[config.mk]
export PLATFORM = sky130hd
export DESIGN_NAME = irq_start_sel
export DESIGN_NICKNAME = d
export VERILOG_FILES = /design/src/rtl/irq_start_sel_pkg.sv /design/src/rtl/req_capture.sv /design/src/rtl/line_picker.sv /design/src/rtl/start_arbiter.sv /design/src/rtl/irq_start_sel.sv
export SDC_FILE = /design/constraint.sdc
export NUM_CORES = 1
export LEC_CHECK = 0
export CAP_MARGIN = 15
export CORE_MARGIN = 10
export CORE_UTILIZATION = 45
export CTS_CLUSTER_DIAMETER = 50
export DETAILED_ROUTE_END_ITERATION = 12
export DONT_BUFFER_PORTS = 1
export PLACE_DENSITY_LB_ADDON = 0.3
export SLEW_MARGIN = 40
export SYNTH_ARGS = -nofsm -noshare
export SYNTH_HDL_FRONTEND = slang
export SYNTH_SLANG_ARGS = --single-unit
[constraint.sdc]
create_clock -name clk -period 1.6 [get_ports clk]
set_input_delay 0.08 -clock clk [delete_from_list [all_inputs] [get_ports clk]]
set_output_delay 0.08 -clock clk [all_outputs]
set_load 0.1 [all_outputs]
[src/rtl/irq_start_sel_pkg.sv]
// Shared definitions for the interrupt-triggered start selector.
// Assumes the number of request lines is a power of two.
package irq_start_sel_pkg;
    localparam int DEF_LINES = 16;

    typedef enum logic {
        TRIG_EDGE  = 1'b0,
        TRIG_LEVEL = 1'b1
    } trig_mode_e;
endpackage

[src/rtl/req_capture.sv]
// Registers the whole request vector once before any selection.
// Assumes requests are already synchronous to clk.
module req_capture #(
    parameter int W = 16
) (
    input  logic         clk,
    input  logic         rst_n,
    input  logic [W-1:0] req_i,
    output logic [W-1:0] req_q
);
    // sample every request line once per cycle
    always_ff @(posedge clk) begin
        if (!rst_n) req_q <= '0;
        else        req_q <= req_i;
    end
endmodule

[src/rtl/line_picker.sv]
// Selects one registered request line and detects its rising edge.
// Holds the edge off for one cycle after the select or mode changes.
// Assumes LINES is a power of two, so every select value is in range.
module line_picker
    import irq_start_sel_pkg::*;
#(
    parameter int LINES = DEF_LINES,
    localparam int SEL_W = $clog2(LINES)
) (
    input  logic             clk,
    input  logic             rst_n,
    input  logic [LINES-1:0] req_q,
    input  logic [SEL_W-1:0] sel_i,
    input  trig_mode_e       mode_i,
    output logic             line_o,
    output logic             edge_o
);
    logic             prev_q;
    logic [SEL_W-1:0] sel_q;
    trig_mode_e       mode_q;
    logic             cfg_moved;

    // pick the configured line from the captured vector
    always_comb line_o = req_q[sel_i];

    // configuration differs from the one seen at the last edge
    always_comb cfg_moved = (sel_i != sel_q) || (mode_i != mode_q);

    // rise of the picked line, ignored while the configuration moves
    always_comb edge_o = line_o && !prev_q && !cfg_moved;

    // keep the previous line value and configuration for comparison
    always_ff @(posedge clk) begin
        if (!rst_n) begin
            prev_q <= 1'b0;
            sel_q  <= '0;
            mode_q <= TRIG_EDGE;
        end else begin
            prev_q <= line_o;
            sel_q  <= sel_i;
            mode_q <= mode_i;
        end
    end


    single_edge_chk: assert property (@(posedge clk) disable iff (!rst_n)
        edge_o |=> !edge_o);


    cfg_change_quiet_chk: assert property (@(posedge clk) disable iff (!rst_n)
        ((sel_i != $past(sel_i)) || (mode_i != $past(mode_i))) |-> !edge_o);
endmodule

[src/rtl/start_arbiter.sv]
// Chooses between the software strobe and the hardware trigger, then
// gates by enable, engine busy and a post-reset arming flag.
// Assumes the inputs are synchronous to clk.
module start_arbiter
    import irq_start_sel_pkg::*;
(
    input  logic       clk,
    input  logic       rst_n,
    input  logic       enable_i,
    input  logic       busy_i,
    input  logic       auto_i,
    input  logic       sw_start_i,
    input  trig_mode_e mode_i,
    input  logic       line_i,
    input  logic       edge_i,
    output logic       start_o
);
    logic armed_q;
    logic hw_trig;
    logic want;

    // hardware trigger according to the edge/level mode
    always_comb hw_trig = (mode_i == TRIG_LEVEL) ? line_i : edge_i;

    // source choice and gating
    always_comb want = armed_q && enable_i && !busy_i && (auto_i ? hw_trig : sw_start_i);

    // register the pulse and arm one cycle after reset release
    always_ff @(posedge clk) begin
        if (!rst_n) begin
            armed_q <= 1'b0;
            start_o <= 1'b0;
        end else begin
            armed_q <= 1'b1;
            start_o <= want;
        end
    end


    manual_needs_strobe_chk: assert property (@(posedge clk) disable iff (!rst_n)
        (start_o && !$past(auto_i)) |-> $past(sw_start_i));


    enable_gate_chk: assert property (@(posedge clk) disable iff (!rst_n)
        start_o |-> $past(enable_i));


    busy_gate_chk: assert property (@(posedge clk) disable iff (!rst_n)
        start_o |-> !$past(busy_i));


    quiet_after_reset_chk: assert property (@(posedge clk) disable iff (!rst_n)
        $past(!rst_n) |=> !start_o);
endmodule

[src/rtl/irq_start_sel.sv]
// Top of the start selector: request capture, line picking with edge
// detection, and start arbitration. Output is registered.
// Assumes LINES is a power of two and all inputs are synchronous to clk.
module irq_start_sel
    import irq_start_sel_pkg::*;
#(
    parameter int LINES = DEF_LINES,
    localparam int SEL_W = $clog2(LINES)
) (
    input  logic             clk,
    input  logic             rst_n,
    input  logic [LINES-1:0] irq_req,
    input  logic [SEL_W-1:0] chan_sel,
    input  logic             level_mode,
    input  logic             auto_mode,
    input  logic             enable,
    input  logic             sw_start,
    input  logic             eng_busy,
    output logic             start_pulse
);
    logic [LINES-1:0] req_q;
    logic             line_now;
    logic             line_edge;
    trig_mode_e       mode;

    // map the mode pin onto the shared enum
    always_comb mode = level_mode ? TRIG_LEVEL : TRIG_EDGE;

    req_capture #(.W(LINES)) u_cap (
        .clk   (clk),
        .rst_n (rst_n),
        .req_i (irq_req),
        .req_q (req_q)
    );

    line_picker #(.LINES(LINES)) u_pick (
        .clk    (clk),
        .rst_n  (rst_n),
        .req_q  (req_q),
        .sel_i  (chan_sel),
        .mode_i (mode),
        .line_o (line_now),
        .edge_o (line_edge)
    );

    start_arbiter u_arb (
        .clk        (clk),
        .rst_n      (rst_n),
        .enable_i   (enable),
        .busy_i     (eng_busy),
        .auto_i     (auto_mode),
        .sw_start_i (sw_start),
        .mode_i     (mode),
        .line_i     (line_now),
        .edge_i     (line_edge),
        .start_o    (start_pulse)
    );
endmodule

==> metrics.md <==
| Metric | Value |
|---|---|
| GR Util All Layers | 0.0987 |
| Crit. Startpoint | u_pick.sel_q[1] |
| H-tree depth | 1 |
| Initial antenna violation count | 0 |
| # diodes | 0 |
| Clock sink total | 24 |
| Post-route DRC | 0 |
| Total iterations of the first detailed-routing run | 4 |
| Largest net degree at the start of global routing | 25 |
| Avg Inst Size Synth | 12.5 µm² |
| Final setup fails | 0 |
| Ports | 28 |
| Placement Setup Slack | 269 ps |
| CTS tree | built |
| ANT nets after route | 0 |
| Clock Path Buffers | 2 |
| Reg area | 480 µm² |
| Area Overhead vs Synth | 38.7% |
| Post-synth top flop | dfxtp_1 |
| Fin util | 0.674 |
| Critical path class | reg2reg |
| Count of final max-slew check failures | 0 |
| Pwr/cell area | 989 nW/µm² |
| Post-detail-place hpwl | 1130 µm |
| Lkg Pwr | 0.506 nW |
| Nets | 126 |
| CP Max Fanout | 1 |
| Post-CTS setup buffers | 0 |
| Area after DPL | 878 µm² |
| Vias | 593 |
| Crit-path leading delay family | compound AO/OA/AOI/OAI gates |
| Worst vdd ir | 756 µV |
| Yosys reg bits | 24 |
| FP Rows | 15 |
| Placer Congestion | 0.694 |
| Resized cells post-CTS | 0 |
| RSZ-0062 raised after global routing | false |
| Die span in y | 63.9 µm |
| Critical path arrival | 1630 ps |
| Number of synthesized flops with an enable pin | 0 |
| Sequential area share after synthesis | 0.555 |
| Die Area | 4080 µm² |
| Syn Std Cell Area | 866 µm² |
| Gate Count Post-Synth | 69 |
| First-pass GRT wire length | 3250 µm |
| Synth warnings | 0 |
| Area of the multi-input gates | 344 µm² |
| Routed WL | 1810 µm |
| Port bufs | 0 |
| Status | finished clean |
| Unique cell type count in the Yosys netlist | 17 |
| CP endpoint kind | flop |
| Design area | 1200 µm² |
| FF-to-FF Start | u_pick.sel_q[1] |
| DR iter-0 viols | 32 |
| Worst-path clk slew | 120 ps |
| TNS Setup | 0 ps |
| Startpoint Class | flop |
| Count of final hold-check violations | 0 |
| Vias/cell | 4.82 |
| Tmin final | 1380 ps |
| Fmax | 0.726 GHz |
| Hold buffer count at cts | 27 |
| Core box area | 1780 µm² |
| Worst Clk Skew | 0.945 ps |
| GRT overflow | 0 |
| CP cell instances | xor2_1 -> a2111oi_0 -> a31o_2 -> nand3_1 -> a21oi_1 |
| Max cap viols | 0 |
| Fillers | 131 |
| Share of layout cells above drive strength 1 | 0.0714 |
| Final Cycle Share | 0.861 |
| Worst path max stage delay | 400 ps |
| CP max-delay cell | a2111oi_0 |
| Die X-Extent | 63.9 µm |
| Worst skew pair latency | 310 ps |
| Worst path bufs/invs | 0 |
| Worst Hold Class | in2reg |
| Least-Margin Pin Slew | 624 ps |
| Per-cell routed wire length | 14.7 µm |
| Total power | 1.19 mW |
| CTS root buffer | clkbuf_4 |
| Max_slew headroom | 0.582 |
| Synth async-reset ratio | 0 |
| TritonCTS buffer count | 3 |
| Synthesized net count | 96 |
| Initial core utilization | 0.486 |
| CP required | 1860 ps |
| Worst setup margin | 223 ps |
| Number of global-route vias before repair | 701 |
| Hold Startpoint | chan_sel[1] |
[cells in the final DEF (no fill, tap or decap)]
cell type       n
mux2i_1         3
mux4_1          4
a222oi_1        1
nand3_1         1
o22a_1          1
clkbuf_4        3
buf_4           1
a31o_2          1
a2111oi_0       1
nand2b_1        1
and2_1         21
dlygate4sd3_1  27
nand4b_1        1
and2_2          1
dfxtp_1        24
a21oi_1         1
xor2_1          1
bufinv_16       1
inv_1           4
[report_power, final]
group | total (mW) | internal, mW | switching [mW] | leakage (nW)
registers | 0.637 | 0.629 | 0.00758 | 0.200
clock network | 0.430 | 0.253 | 0.177 | 0.0279
logic | 0.121 | 0.0854 | 0.0358 | 0.279
[final cells by class]
cell class,instances,area share
Sequential cell,24,0.400
Clock inverter,1,0.0250
Timing Repair Buffer,28,0.231
Inverter,4,0.0125
Multi-Input combinational cell,38,0.286
Tap cell,25,0.0260
Clock buffer,3,0.0188
[worst reg2reg max path: stages, from the launching register on]
cell	delay, ps
dfxtp_1	330
xor2_1	130
a2111oi_0	400
a31o_2	240
nand3_1	80
a21oi_1	140
[sequential cells by signal (all words and copies together) (netlist names)]
register and count:
u_arb.armed_q 1, u_arb.start_o 1, u_cap.req_q 16, u_pick.mode_q 1, u_pick.prev_q 1, u_pick.sel_q 4
[cell families (layout without fill, tap and decap cells)]
kind of cell           Yosys count  count (layout)  share of synthesized area
buffers and inverters            7              36                     0.0477
AO/OA/AOI/OAI                    5               5                     0.0477
XOR/XNOR                         1               1                     0.0101
multiplexers                     7               7                      0.156
AND/OR/NAND/NOR                 25              25                      0.184
flip-flops                      24              24                      0.555
[through the flow]
stage / hold slack [ps] / cells
global placement: 109 / 92
finish: 29.9 / 123
detailed placement: 110 / 92
global route: 40.9 / 123
CTS: 39.0 / 123
floorplan: 108 / 69
[synth_stat cells (2+ instances only)]
library cell  number  share of area
mux2i_1            3          0.035
dfxtp_1           24           0.55
buf_6              2          0.026
and2_1            21           0.15
mux4_1             4           0.12
inv_1              4          0.017
[worst paths after layout]
path / end / depth (start not counted) / slack (ps)
setup / recovery: u_arb.start_o / 5 / 220
hold / removal: u_arb.start_o / 3 / 30
setup reg to reg: u_arb.start_o / 5 / 220
hold reg to reg: u_arb.start_o / 2 / 480
[metal layers]
| metal | vias up | GRT usage | wire length [µm] |
|---|---|---|---|
| met4 | 0 | 0.0328 | 21 |
| met5 | - | 0 | 0 |
| li1 | 291 | - | - |
| met2 | 21 | 0.177 | 969 |
| met1 | 276 | 0.0887 | 649 |
| met3 | 5 | 0.0627 | 174 |
No activity file was read; power rests on OpenSTA's default activity.
